File: config.mk
export PLATFORM = sky130hd
export DESIGN_NAME = los_timer
export DESIGN_NICKNAME = d
export VERILOG_FILES = /design/src/rtl/los_pkg.sv /design/src/rtl/los_edge_sync.sv /design/src/rtl/los_run_counter.sv /design/src/rtl/los_ext_counter.sv /design/src/rtl/los_timer.sv
export SDC_FILE = /design/constraint.sdc
export NUM_CORES = 1
export LEC_CHECK = 0
export ABC_AREA = 1
export ABC_CLOCK_PERIOD_IN_PS = 1400
export BUFFER_PORTS_ARGS = -buffer_cell sky130_fd_sc_hd__buf_2
export CAP_MARGIN = 20
export CORE_MARGIN = 8
export CORE_UTILIZATION = 45
export CTS_CLUSTER_DIAMETER = 100
export CTS_CLUSTER_SIZE = 24
export DETAILED_ROUTE_END_ITERATION = 8
export GPL_TIMING_DRIVEN = 0
export PLACE_DENSITY = 0.77
export REMOVE_ABC_BUFFERS = 1
export SLEW_MARGIN = 10
export SYNTH_ARGS = -nofsm -noshare
export SYNTH_HDL_FRONTEND = slang
export SYNTH_SLANG_ARGS = --single-unit
File: constraint.sdc
create_clock -name clk -period 1.4 [get_ports clk]
set_input_delay 0.28 -clock clk [delete_from_list [all_inputs] [get_ports clk]]
set_output_delay 0.28 -clock clk [all_outputs]
set_load 0.01 [all_outputs]
File: src/rtl/los_pkg.sv
package los_pkg;

    localparam int DEF_RUN_LEN     = 32;
    localparam int DEF_EXT_PERIODS = 2048;
    localparam int DEF_SYNC_STAGES = 2;

    typedef enum logic {
        MODE_EXTENDED = 1'b0,
        MODE_AUTO     = 1'b1
    } los_mode_e;

    // Classification of one sampled bit interval against the current flag.
    typedef struct packed {
        logic hit;   // interval extends the current run
        logic miss;  // interval breaks the current run
    } ivl_class_t;

    function automatic ivl_class_t classify(input logic tick,
                                            input logic present,
                                            input logic flag);
        ivl_class_t c;
        // While lost, good intervals count toward clearing; otherwise
        // empty intervals count toward declaring.
        c.hit  = tick & (present == flag);
        c.miss = tick & (present != flag);
        return c;
    endfunction

endpackage

File: src/rtl/los_edge_sync.sv
module los_edge_sync #(
    parameter int STAGES = los_pkg::DEF_SYNC_STAGES
) (
    input  logic clk,
    input  logic rst,
    input  logic async_in,
    output logic rise
);
    logic [STAGES-1:0] chain;
    logic              last;

    generate
        for (genvar i = 0; i < STAGES; i++) begin : g_stage
            if (i == 0) begin : g_first
                always_ff @(posedge clk) begin
                    if (rst) chain[0] <= 1'b1;
                    else     chain[0] <= async_in;
                end
            end else begin : g_next
                always_ff @(posedge clk) begin
                    if (rst) chain[i] <= 1'b1;
                    else     chain[i] <= chain[i-1];
                end
            end
        end
    endgenerate

    always_ff @(posedge clk) begin
        if (rst) last <= 1'b1;
        else     last <= chain[STAGES-1];
    end

    assign rise = chain[STAGES-1] & ~last;

endmodule

File: src/rtl/los_run_counter.sv
module los_run_counter #(
    parameter int RUN_LEN = los_pkg::DEF_RUN_LEN,
    localparam int CNT_W  = $clog2(RUN_LEN + 1)
) (
    input  logic             clk,
    input  logic             rst,
    input  logic             hit,
    input  logic             restart,
    output logic [CNT_W-1:0] count,
    output logic             full
);
    localparam logic [CNT_W-1:0] LIMIT = CNT_W'(RUN_LEN);

    always_ff @(posedge clk) begin
        if (rst || restart)        count <= '0;
        else if (hit && !full)     count <= count + 1'b1;
    end

    assign full = (count == LIMIT);

endmodule

File: src/rtl/los_ext_counter.sv
module los_ext_counter #(
    parameter int EXT_PERIODS = los_pkg::DEF_EXT_PERIODS,
    localparam int EXT_W      = $clog2(EXT_PERIODS)
) (
    input  logic clk,
    input  logic rst,
    input  logic enable,
    input  logic edge_in,
    input  logic restart,
    output logic last
);
    localparam logic [EXT_W-1:0] LAST_VAL = EXT_W'(EXT_PERIODS - 1);

    logic [EXT_W-1:0] cnt;

    always_ff @(posedge clk) begin
        if (rst || restart)          cnt <= '0;
        else if (enable && edge_in)  cnt <= cnt + 1'b1;
    end

    assign last = (cnt == LAST_VAL);

endmodule

File: src/rtl/los_timer.sv
module los_timer
    import los_pkg::*;
#(
    parameter int RUN_LEN     = DEF_RUN_LEN,
    parameter int EXT_PERIODS = DEF_EXT_PERIODS,
    parameter int SYNC_STAGES = DEF_SYNC_STAGES,
    localparam int CNT_W      = $clog2(RUN_LEN + 1)
) (
    input  logic             clk,
    input  logic             rst,
    input  logic             bit_tick,
    input  logic             sig_present,
    input  logic             auto_mode,
    input  logic             ext_tclk,
    output logic             los,
    output logic [CNT_W-1:0] run_count
);
    generate
        if (RUN_LEN < 11 || RUN_LEN > 254) begin : g_bad_len
            $error("RUN_LEN must lie between 11 and 254");
        end
        if (EXT_PERIODS < 2) begin : g_bad_ext
            $error("EXT_PERIODS must be at least 2");
        end
    endgenerate

    ivl_class_t ivl;
    los_mode_e  mode;
    logic       los_q;
    logic       base_done;
    logic       ext_edge;
    logic       ext_last;
    logic       flip;

    assign mode = los_mode_e'(auto_mode);
    assign ivl  = classify(bit_tick, sig_present, los_q);

    los_edge_sync #(.STAGES(SYNC_STAGES)) u_sync (
        .clk      (clk),
        .rst      (rst),
        .async_in (ext_tclk),
        .rise     (ext_edge)
    );

    los_run_counter #(.RUN_LEN(RUN_LEN)) u_run (
        .clk     (clk),
        .rst     (rst),
        .hit     (ivl.hit),
        .restart (ivl.miss | flip),
        .count   (run_count),
        .full    (base_done)
    );

    los_ext_counter #(.EXT_PERIODS(EXT_PERIODS)) u_ext (
        .clk     (clk),
        .rst     (rst),
        .enable  (base_done && mode == MODE_EXTENDED),
        .edge_in (ext_edge),
        .restart (ivl.miss | flip | ~base_done),
        .last    (ext_last)
    );

    // A breaking interval always wins over a pending toggle.
    always_comb begin
        flip = 1'b0;
        if (base_done && !ivl.miss) begin
            if (mode == MODE_AUTO)          flip = 1'b1;
            else if (ext_edge && ext_last)  flip = 1'b1;
        end
    end

    always_ff @(posedge clk) begin
        if (rst)       los_q <= 1'b1;
        else if (flip) los_q <= ~los_q;
    end

    assign los = los_q;

endmodule

==> run summary, run 1 <==
I/O pin cnt - 13
R2R Setup Slk - 0.002 ns
PD cells - 611 nW/µm²
Max Cap Viol - 0
area grow syn2layout - 28.7%
#FFs+latches synth - 21
CP required - 1.61 ns
H-Tree Depth - 1
Avg Inst Size Synth - 6.63 µm²
GRT overflow - 0
Core Util, Final - 59.1%
CP max-delay cell - dfxtp_4
Post-Syn Area - 1230 µm²
final worst slack - 0.00190 ns
DRC viols - 0
Synth Flop Type - dfxtp_1
largest net degree at the start of global routing - 12
Rel. slew slack - 82.4%
Synth Area in Adders - 3.04%
clock buffer depth - 2
Clock Skews - 0.0127 ns
Compound-Gate Fraction of Synth Area - 2.84%
Worst Tran Pin Value - 0.263 ns
ANT nets after route - 0
largest family of logic cells by synthesized area - simple AND/OR/NAND/NOR gates
die footprint - 4670 µm²
dpl cell area - 1310 µm²
Seq/Total Area, Yosys - 34.1%
CP Class - flop to flop
Slew Limit Fails - 0
mean number of vias per cell - 4.81
largest cells by area after synthesis - dfxtp_1 (34%), nand2_1 (18%), inv_1 (9.1%)
Simple-Gate Fraction of Synth Area - 44.5%
Critical Path AT - 1.61 ns
final hold viol count - 0
chip width - 68.4 µm
Post-Synth XOR/XNOR Area - 4.26%
fin area - 1590 µm²
pre-CTS WS - -0.264 ns
share of layout cells above drive strength 1 - 36.0%
1st-pass router iterations - 4
global-route wire length before repair - 4460 µm
CTS Root Cell - clkbuf_4
Post-Synthesis Cells - 186
Hold Crit Class - input pin to flop
slowest stage delay, CP - 0.38 ns
Peak supply drop - 0.630 mV
Setup-failing EPs final - 0
vias in the first global route - 1047
Final Cycle Share - 99.9%
Post-synth EDFFs - 0
clk slew on worst S/H paths - 0.12 ns
later-pin clock latency in the skew report - 0.32 ns
Yosys warning count - 0
Starting Density - 45.9%
core region area - 2690 µm²
Synth top area share - 34.1%
status - completed
post-synthesis mux area share - 0%
initial antenna violation count - 0
Final HPWL DP - 1620 µm
crit path launch type - flop
count leader, synth - nand2_1
Commonest cells post-synth - nand2_1 (58), inv_1 (30), dfxtp_1 (21)
Total GRT Usage - 12.4%
Antenna diodes - 0
last weighted congestion value of the routability-driven placer - 0.788
RSZ-0062 raised after global routing - true
Leak - 0.668 nW
Final Net Count - 221
f_max - 715 MHz
WL final - 2700 µm
minimum clock period - 1.40 ns
CTS tree - yes
PortBufs - 12
crit end category - flop
cell taking the most area after synthesis - dfxtp_1
CTS Buf Count - 3
async set or reset register ratio after synthesis - 0%
Rows - 19
Clock Sinks - 21
die height - 68.4 µm
post-synthesis cell type count - 23
wire length per cell - 11.2 µm
setup TNS - 0 ns
DR iter-0 viols - 37
CP Max Fanout - 7
CP cell instances - inv_4, ha_4, nand2_4, inv_2, nand3_4, nor2_4, clkbuf_16, nand3_1, nand2_1, nor2_2
vias - 1163
-- power breakdown --
group / switching [mW] / total (mW) / internal, mW / leakage [nW]
logic: 0.0399 / 0.0663 / 0.0265 / 0.480
registers: 0.00327 / 0.605 / 0.602 / 0.173
clock network: 0.188 / 0.299 / 0.112 / 0.0150
total: 0.231 / 0.971 / 0.740 / 0.668
-- cell usage in the layout, fill, tap and decap left out, drive strengths merged --
cell    instances
nand2          60
inv            31
nor2           29
dfxtp          21
buf            21
nand3          19
clkbuf          5
xor2            4
or2             4
nand4           3
o21ai           3
ha              3
nand3b          2
xnor2           2
o21bai          2
nor2b           1
a21oi           1
-- through the flow --
stage,instances,power (mW),hold slack [ns]
after detailed placement,227,0.666,0.406
after global routing,242,1.02,0.150
after CTS,238,0.987,0.132
after floorplan,184,0.648,0.384
final,242,0.971,0.150
after global placement,227,0.664,0.392
-- kinds of logic after synthesis --
| kind of cell | after synthesis |
|---|---|
| AOI/OAI and AO/OA | 6 |
| xor gates and xnor gates | 6 |
| DFF | 21 |
| and+or+nand+nor | 117 |
| buffers and inverters | 33 |
| adders and majority gates | 3 |
-- layout make-up --
| cell class | instances | area (µm²) |
|---|---|---|
| repair buffers | 22 | 165 |
| multi-input cells | 133 | 807 |
| well taps | 31 | 38.8 |
| inverters | 31 | 119 |
| clock buffers | 4 | 26.3 |
| fillers | 255 | 1100 |
| flip-flops and latches | 21 | 432 |
-- worst max-delay path: cells and delay by family, from the launching register on --
family	cells	cell delay, ns
adders and majority gates	1	0.13
buffers and inverters	3	0.31
DFF	1	0.38
and+or+nand+nor	6	0.47
-- worst paths after layout --
kind	cells past startpoint	startpoint	end
worst max-delay path	10	u_run.count[0]$_SDFFE_PP0P_	u_ext.cnt[9]$_SDFFE_PP0P_
worst max register to register	10	u_run.count[0]$_SDFFE_PP0P_	u_ext.cnt[9]$_SDFFE_PP0P_
worst min register to register	1	u_sync.chain[0]$_SDFF_PP1_	u_sync.chain[1]$_SDFF_PP1_
worst min-delay path	2	ext_tclk	u_sync.chain[0]$_SDFF_PP1_
-- layer usage --
layer	part of all wire, %	up-vias	GRT usage, %
met3	3.7	4	3.93
met2	52	12	23.7
met5	0	-	0
met1	43	531	12.6
li1	-	616	-
met4	0.81	0	3.07
-- flip-flops by register name, summed over array words and instances (netlist names) --
register,cells
los,1
u_ext.cnt,11
u_run.count,6
u_sync.chain,2
u_sync.last,1
-- timing repair --
item                                    CTS  global route
pin swaps                                15             9
hold buffers                              0             0
gates resized for setup                  29            14
gates cloned                              2             0
endpoints found under the setup margin   17            18
endpoints found under the hold margin     0             0
buffers inserted                          5             4
(Power assumes the default switching activity.)
==> run 2, diff against run 1 <==
--- a/config.mk
+++ b/config.mk
@@ -5,18 +5,18 @@
 export SDC_FILE = /design/constraint.sdc
 export NUM_CORES = 1
 export LEC_CHECK = 0
-export ABC_AREA = 1
 export ABC_CLOCK_PERIOD_IN_PS = 1400
 export BUFFER_PORTS_ARGS = -buffer_cell sky130_fd_sc_hd__buf_2
 export CAP_MARGIN = 20
-export CORE_MARGIN = 8
+export CORE_MARGIN = 1
 export CORE_UTILIZATION = 45
 export CTS_CLUSTER_DIAMETER = 100
 export CTS_CLUSTER_SIZE = 24
 export DETAILED_ROUTE_END_ITERATION = 8
 export GPL_TIMING_DRIVEN = 0
-export PLACE_DENSITY = 0.77
+export PLACE_DENSITY = 0.78
 export REMOVE_ABC_BUFFERS = 1
+export SETUP_SLACK_MARGIN = 0.02
 export SLEW_MARGIN = 10
 export SYNTH_ARGS = -nofsm -noshare
 export SYNTH_HDL_FRONTEND = slang
==> run 2 against run 1 <==
Total power rose by 2.9%. Largest cell class unchanged. Critical path depth fell by 4. Synthesized cell count fell by 42%. Sequential share of layout area rose by 1.5 points. Critical path type unchanged. The flow now finishes with violations (negative setup slack). Synthesized area fell by 11%.
==> run summary, run 2 <==
status - finished, violations left (was completed)
failing checks - negative setup slack
WL final - 2550 µm (was 2700 µm)
Avg Inst Size Synth - 10.1 µm² (was 6.63 µm²)
CP cell instances - inv_2, ha_4, and4bb_4, nand4_4, or3_1, a21oi_2 (was inv_4, ha_4, nand2_4, inv_2, nand3_4, nor2_4, clkbuf_16, nand3_1, nand2_1, nor2_2)
PD cells - 665 nW/µm² (was 611 nW/µm²)
vias in the first global route - 852 (was 1047)
later-pin clock latency in the skew report - 0.31 ns (was 0.32 ns)
dpl cell area - 1180 µm² (was 1310 µm²)
mean number of vias per cell - 5.46 (was 4.81)
largest net degree at the start of global routing - 13 (was 12)
Starting Density - 48.4% (was 45.9%)
largest family of logic cells by synthesized area - simple AND/OR/NAND/NOR gates (unchanged)
Critical Path AT - 1.75 ns (was 1.61 ns)
count leader, synth - dfxtp_1 (was nand2_1)
GRT overflow - 0 (unchanged)
Clock Skews - 0.00724 ns (was 0.0127 ns)
PortBufs - 12 (unchanged)
#FFs+latches synth - 21 (unchanged)
Simple-Gate Fraction of Synth Area - 34.1% (was 44.5%)
clock buffer depth - 2 (unchanged)
Post-Synth XOR/XNOR Area - 9.51% (was 4.26%)
cell taking the most area after synthesis - dfxtp_1 (unchanged)
CP max-delay cell - or3_1 (was dfxtp_4)
Final Cycle Share - 106% (was 99.9%)
H-Tree Depth - 1 (unchanged)
area of the multi-input gates - 795 µm² (was 807 µm²)
Hold Crit Class - input pin to flop (unchanged)
CP Max Fanout - 5 (was 7)
Worst Tran Pin Value - 0.345 ns (was 0.263 ns)
Max Cap Viol - 0 (unchanged)
minimum clock period - 1.49 ns (was 1.40 ns)
hold buffer count at CTS - 0 (unchanged)
post-synthesis cell type count - 34 (was 23)
fillers - 184 (was 255)
die height - 51.3 µm (was 68.4 µm)
CTS Buf Count - 3 (unchanged)
core region area - 2250 µm² (was 2690 µm²)
RSZ-0062 raised after global routing - true (unchanged)
I/O pin cnt - 13 (unchanged)
Antenna diodes - 0 (unchanged)
Seq/Total Area, Yosys - 38.5% (was 34.1%)
ANT nets after route - 0 (unchanged)
Post-Syn Area - 1090 µm² (was 1230 µm²)
Compound-Gate Fraction of Synth Area - 9.62% (was 2.84%)
initial antenna violation count - 0 (unchanged)
largest register by flop count - u_ext.cnt (unchanged)
slowest stage delay, CP - 0.35 ns (was 0.38 ns)
global-route wire length before repair - 3880 µm (was 4460 µm)
Setup-failing EPs final - 13 (was 0)
commonest non-fill, non-tap cell in the layout - dfxtp_1 (was nand2_1)
Rel. slew slack - 77.0% (was 82.4%)
CP Class - flop to flop (unchanged)
final hold viol count - 0 (unchanged)
WHS - 0.138 ns (was 0.150 ns)
Yosys warning count - 0 (unchanged)
Slew Limit Fails - 0 (unchanged)
Synth top area share - 38.5% (was 34.1%)
largest cells by area after synthesis - dfxtp_1 (38%), xor2_1 (4.8%), ha_1 (3.4%) (was dfxtp_1 (34%), nand2_1 (18%), inv_1 (9.1%))
most frequent cells in the layout - dfxtp_1 (13), buf_2 (12), buf_4 (10) (was nand2_1 (50), inv_1 (26), nor2_1 (14), dfxtp_1 (14), nand3_1 (13))
clk slew on worst S/H paths - 0.12 ns (about the same)
Post-Synthesis Cells - 108 (was 186)
setup TNS - -0.631 ns (was 0 ns)
crit path launch type - flop (unchanged)
Leak - 0.542 nW (was 0.668 nW)
Post-synth EDFFs - 0 (unchanged)
Clock Sinks - 21 (unchanged)
CP required - 1.66 ns (was 1.61 ns)
area grow syn2layout - 37.5% (was 28.7%)
DRC viols - 0 (unchanged)
share of layout cells above drive strength 1 - 56.2% (was 36.0%)
CTS tree - yes (unchanged)
last weighted congestion value of the routability-driven placer - 0.742 (was 0.788)
post-synthesis mux area share - 2.75% (was 0%)
Largest regs - u_ext.cnt (11), u_run.count (6), u_sync.chain (2) (unchanged)
async set or reset register ratio after synthesis - 0% (unchanged)
vias - 901 (was 1163)
Final Net Count - 147 (was 221)
Largest register FFs - 11 (unchanged)
die footprint - 2630 µm² (was 4670 µm²)
1st-pass router iterations - 6 (was 4)
f_max - 672 MHz (was 715 MHz)
Peak supply drop - 0.629 mV (was 0.630 mV)
final worst slack - -0.0885 ns (was 0.00190 ns)
Synth Flop Type - dfxtp_1 (unchanged)
fin area - 1500 µm² (was 1590 µm²)
wire length per cell - 15.4 µm (was 11.2 µm)
crit end category - flop (unchanged)
Total GRT Usage - 19.8% (was 12.4%)
chip width - 51.3 µm (was 68.4 µm)
Final Power - 0.999 mW (was 0.971 mW)
Synth Area in Adders - 3.44% (was 3.04%)
register area - 430 µm² (was 432 µm²)
DR iter-0 viols - 11 (was 37)
pre-CTS WS - -0.393 ns (was -0.264 ns)
Rows - 17 (was 19)
CTS Root Cell - clkbuf_4 (unchanged)
Final HPWL DP - 1500 µm (was 1620 µm)
==> run 2: cell types whose count changed in the layout (fill, tap and decap cells not counted), sizes merged, moves of 6 or more <==
cell	change
nand2	-57
nor2	-17
or3	+6
nand3	-13
inv	-28
==> run 2: timing repair <==
action                                  in CTS  in global routing
resized for setup                           21                 18
cloned                                       1                  0
pin swaps                                    8                  9
buffers inserted                            10                  3
endpoints found under the setup margin      18                 18
==> run 2: area by class of cell <==
type / instances / area share (%)
inverter: 3 / 0.750
tap: 28 / 2.33
clock buffer: 3 / 1.50
timing repair buffer: 26 / 13.5
sequential: 21 / 28.7
multi-input combinational: 83 / 52.9
clock inverter: 1 / 0.333
==> run 2: path summary, 6_finish.rpt <==
kind / from / endpoint / slack, ns / depth (start not counted)
min: ext_tclk / u_sync.chain[0]$_SDFF_PP1_ / 0.14 / 2
max: u_run.count[1]$_SDFFE_PP0P_ / u_ext.cnt[9]$_SDFFE_PP0P_ / -0.09 / 6
min reg2reg: u_sync.chain[0]$_SDFF_PP1_ / u_sync.chain[1]$_SDFF_PP1_ / 0.42 / 1
max reg2reg: u_run.count[1]$_SDFFE_PP0P_ / u_ext.cnt[9]$_SDFFE_PP0P_ / -0.09 / 6
==> run 2: report_power, final <==
part,internal [mW],switching (mW),leakage [nW]
combinational,0.0444,0.0445,0.351
sequential,0.604,0.00431,0.174
clock,0.107,0.195,0.0177
==> run 2: worst max-delay path, delay by kind of cell, from the launching register on <==
family,cells,cell delay [ns]
buffers and inverters,1,0.07
AO/OA/AOI/OAI,1,0.13
AND/OR/NAND/NOR,3,0.75
flip-flops,1,0.34
adder cells (fa/ha/maj),1,0.15
==> run 2: stage by stage <==
stage,instances,util [%]
after floorplan,107,-
after global placement,147,52.2
after detailed placement,147,52.2
after CTS,162,62.5
after global routing,165,66.6
final,165,66.6
==> run 2: cells by family (layout without fill, tap and decap cells) <==
kind of cell    count (synthesis)  in the layout
buf+inv                         4             33
compound gates                 12             12
fa+ha+maj                       3              3
flops                          21             21
simple gates                   54             54
xor+xnor                       11             11
mux                             3              3
==> run 2: metal layers <==
metal	global-route usage [%]	routed length, µm
met5	0	0
met2	32.9	1360
met3	4.46	70
met4	7.66	9
met1	24.7	1110
==> run 3, diff against run 2 <==
--- a/config.mk
+++ b/config.mk
@@ -20,4 +20,5 @@
 export SLEW_MARGIN = 10
 export SYNTH_ARGS = -nofsm -noshare
 export SYNTH_HDL_FRONTEND = slang
+export SYNTH_HIERARCHICAL = 1
 export SYNTH_SLANG_ARGS = --single-unit
==> run 3 against run 2 <==
The run still ends with negative setup slack left. Synthesized cell count rose by 9.3%. Count of clock-buffer cells in the layout rose by 1. Register-to-register slack got worse by 0.48 ns. Highest routed layer unchanged. Critical endpoint is now u_ext/cnt[9]$_SDFFE_PP0P_. Die area fell by 5.3%. Utilization rose by 1.9 points. Clock power fell by 4%. Sequential power fell by 2%. Sequential cell count did not move. Synthesized area fell by 5.5%. Routed wire length fell by 12%. Sequential share of layout area rose by 2.9 points. Largest power group unchanged. Critical path depth rose by 2.
==> run summary, run 3 <==
status - finished, violations left (unchanged)
failing checks - negative setup slack (unchanged)
dpl cells - 155 (was 147)
Post-Syn Area - 1030 µm² (was 1090 µm²)
DRC viols - 0 (unchanged)
PortBufs - 12 (unchanged)
Crit path buffers/inverters - 1 (unchanged)
Leak - 0.535 nW (was 0.542 nW)
r2r endpoint - u_ext/cnt[9]$_SDFFE_PP0P_ (was u_ext.cnt[9]$_SDFFE_PP0P_)
Antenna diodes - 0 (unchanged)
commonest non-fill, non-tap cell in the layout - nand2_1 (was dfxtp_1)
async set or reset register ratio after synthesis - 0% (unchanged)
clk slew on worst S/H paths - 0.12 ns (about the same)
Clock Skews - 0.00421 ns (was 0.00724 ns)
R2R Setup Slk - -0.57 ns (was -0.09 ns)
share of layout cells above drive strength 1 - 44.8% (was 56.2%)
core region area - 2060 µm² (was 2250 µm²)
count leader, synth - dfxtp_1 (unchanged)
Final HPWL DP - 1310 µm (was 1500 µm)
most frequent cells in the layout - nand2_1 (14), buf_2 (12), dfxtp_1 (11) (was dfxtp_1 (13), buf_2 (12), buf_4 (10))
RR Startpoint - u_run/count[0]$_SDFFE_PP0P_ (was u_run.count[1]$_SDFFE_PP0P_)
Setup crit start - u_run/count[0]$_SDFFE_PP0P_ (was u_run.count[1]$_SDFFE_PP0P_)
Synth top area share - 40.7% (was 38.5%)
Core Util, Final - 68.4% (was 66.6%)
I/O pin cnt - 13 (unchanged)
Synth Flop Type - dfxtp_1 (unchanged)
Total GRT Usage - 20.7% (was 19.8%)
Commonest cells post-synth - dfxtp_1 (21), nand2_1 (17), a21oi_1 (8)
Rows - 16 (was 17)
Starting Density - 50.1% (was 48.4%)
die footprint - 2490 µm² (was 2630 µm²)
NetSw - 0.226 mW (was 0.244 mW)
Peak supply drop - 0.599 mV (was 0.629 mV)
chip width - 49.9 µm (was 51.3 µm)
CTS Buf Count - 3 (unchanged)
setup TNS - -6.15 ns (was -0.631 ns)
largest register by flop count - u_ext/cnt (was u_ext.cnt)
Max Cap Viol - 0 (unchanged)
crit path launch type - flop (unchanged)
f_max - 507 MHz (was 672 MHz)
CTS Root Cell - clkbuf_4 (unchanged)
minimum clock period - 1.97 ns (was 1.49 ns)
post-synthesis cell type count - 32 (was 34)
WL final - 2250 µm (was 2550 µm)
Seq/Total Area, Yosys - 40.7% (was 38.5%)
worst hold endpoint - u_sync/chain[0]$_SDFF_PP1_ (was u_sync.chain[0]$_SDFF_PP1_)
Setup-failing EPs final - 18 (was 13)
DR iter-0 viols - 16 (was 11)
Post-synth EDFFs - 0 (unchanged)
later-pin clock latency in the skew report - 0.30 ns (was 0.31 ns)
pre-CTS WS - -1.07 ns (was -0.393 ns)
Non-Filler Instances - 172 (was 165)
Critical Path AT - 2.21 ns (was 1.75 ns)
CTS tree - yes (unchanged)
Clock Sinks - 21 (unchanged)
CP max-delay cell - or4_1 (was or3_1)
Comb power frac - 8.5% (was 8.9%)
ANT nets after route - 0 (unchanged)
Largest register FFs - 11 (unchanged)
Sequential Power Share - 61.6% (was 60.9%)
wire length per cell - 13.1 µm (was 15.4 µm)
PD cells - 688 nW/µm² (was 665 nW/µm²)
1st-pass router iterations - 4 (was 6)
#FFs+latches synth - 21 (unchanged)
Yosys warning count - 6 (was 0)
clock buffer depth - 2 (unchanged)
Min-Delay Path Depth - 2 (unchanged)
CP Max Fanout - 8 (was 5)
Net Sw Frac - 23.2% (was 24.4%)
clock share of power - 29.8% (was 30.2%)
Largest regs - u_ext/cnt (11), u_run/count (6), u_sync/chain (2) (was u_ext.cnt (11), u_run.count (6), u_sync.chain (2))
crit end category - flop (unchanged)
Worst Tran Pin Value - 0.391 ns (was 0.345 ns)
Hold Crit Class - input pin to flop (unchanged)
vias in the first global route - 894 (was 852)
final hold viol count - 0 (unchanged)
Final Net Count - 155 (was 147)
fillers - 137 (was 184)
Post-Synthesis Cells - 118 (was 108)
area grow syn2layout - 36.7% (was 37.5%)
Internal Power - 0.745 mW (was 0.755 mW)
last weighted congestion value of the routability-driven placer - 0.784 (was 0.742)
hold_sp - ext_tclk (unchanged)
mean number of vias per cell - 5.56 (was 5.46)
slowest stage delay, CP - 0.43 ns (was 0.35 ns)
cell taking the most area after synthesis - dfxtp_1 (unchanged)
initial antenna violation count - 0 (unchanged)
global-route wire length before repair - 3980 µm (was 3880 µm)
GRT overflow - 0 (unchanged)
H-Tree Depth - 1 (unchanged)
Avg Inst Size Synth - 8.75 µm² (was 10.1 µm²)
largest net degree at the start of global routing - 12 (was 13)
CP required - 1.64 ns (was 1.66 ns)
vias - 956 (was 901)
Slew Limit Fails - 0 (unchanged)
CP Class - flop to flop (unchanged)
Worst R2R Path Depth - 8 (was 6)
Rel. slew slack - 73.8% (was 77.0%)
RSZ-0062 raised after global routing - true (unchanged)
largest cells by area after synthesis - dfxtp_1 (41%), nand2_1 (6.2%), a21oi_1 (3.9%) (was dfxtp_1 (38%), xor2_1 (4.8%), ha_1 (3.4%))
cell family contributing the most delay on the critical path - simple AND/OR/NAND/NOR gates (unchanged)
die height - 49.9 µm (was 51.3 µm)
final worst slack - -0.572 ns (was -0.0885 ns)
CP cell instances - inv_4, ha_4, nor4b_4, and2_4, nor2b_4, nand4_4, or4_1, a21oi_1 (was inv_2, ha_4, and4bb_4, nand4_4, or3_1, a21oi_2)
Final Cycle Share - 141% (was 106%)
hold buffer count at CTS - 0 (unchanged)
-- run 3: changes by cell type after synthesis, moves of 4 or more --
cell,delta
a21oi_1,+7
or4_1,+4
o31ai_1,+4
a21oi_2,-4
nand2_1,+14
nor2_2,-6
-- run 3: layout make-up --
class / instances / area (µm²) / area share [%]
tap: 27 / 33.8 / 2.39
multi-input combinational: 90 / 721 / 51.1
inverter: 6 / 27.5 / 1.95
sequential: 21 / 445 / 31.6
clock buffer: 4 / 26.3 / 1.86
timing repair buffer: 24 / 158 / 11.2
-- run 3: power by group through the flow --
stage | clock network, mW | registers [mW] | logic (mW)
after floorplan | 0 | 0.621 | 0.0283
after global placement | 0 | 0.620 | 0.0469
after detailed placement | 0 | 0.621 | 0.0487
after CTS | 0.304 | 0.604 | 0.0746
after global routing | 0.318 | 0.599 | 0.0905
final | 0.290 | 0.598 | 0.0830
-- run 3: worst max-delay path by stage --
| stage | to | cells after the start | slack, ns |
|---|---|---|---|
| 2_1_floorplan | u_ext/cnt[10]$_SDFFE_PP0P_ | 8 | -0.78 |
| 3_3_place_gp | u_ext/cnt[8]$_SDFFE_PP0P_ | 8 | -0.97 |
| 3_5_place_dp | u_ext/cnt[8]$_SDFFE_PP0P_ | 8 | -1.07 |
| 4_1_cts | u_ext/cnt[9]$_SDFFE_PP0P_ | 8 | -0.51 |
| 5_1_grt | u_ext/cnt[9]$_SDFFE_PP0P_ | 8 | -0.66 |
| 6_report | u_ext/cnt[9]$_SDFFE_PP0P_ | 8 | -0.57 |
-- run 3: timing repair --
action / in CTS / in global routing
resized for setup: 38 / 13
setup endpoints to repair: 18 / 18
setup buffers: 10 / 2
pin swaps: 11 / 5
cloned: 1 / 0
-- run 3: stage by stage --
step / cell area (µm²) / hold WS (ns) / power [mW]
6_report: 1410 / 0.156 / 0.971
5_1_grt: 1410 / 0.151 / 1.01
4_1_cts: 1350 / 0.138 / 0.983
3_5_place_dp: 1110 / 0.403 / 0.670
3_3_place_gp: 1110 / 0.391 / 0.667
2_1_floorplan: 1020 / 0.357 / 0.649
-- run 3: logic make-up (layout without fill, tap and decap cells) --
logic type / after synthesis / after routing / share of synthesized area, %
AOI/OAI and AO/OA: 26 / 26 / 17.0
xor gates and xnor gates: 5 / 5 / 4.24
muxes: 2 / 2 / 1.94
adders and majority gates: 3 / 3 / 3.64
and+or+nand+nor: 53 / 54 / 28.8
DFF: 21 / 21 / 40.7
buffers and inverters: 8 / 34 / 3.64
-- run 3: worst reg2reg max path, delay by kind of cell (launching register included) --
kind                     cells  cell delay [ns]
AND/OR/NAND/NOR              5             1.21
buffers and inverters        1             0.06
AO/OA/AOI/OAI                1             0.15
adder cells (fa/ha/maj)      1             0.12
flip-flops                   1             0.37
-- run 3: layer usage --
metal | wire (µm) | global-route usage [%] | up-vias
met1 | 1010 | 25.5 | 452
li1 | - | - | 479
met2 | 1130 | 34.9 | 23
met4 | 21 | 8.10 | 0
met3 | 79 | 4.01 | 2
met5 | 0 | 0 | -
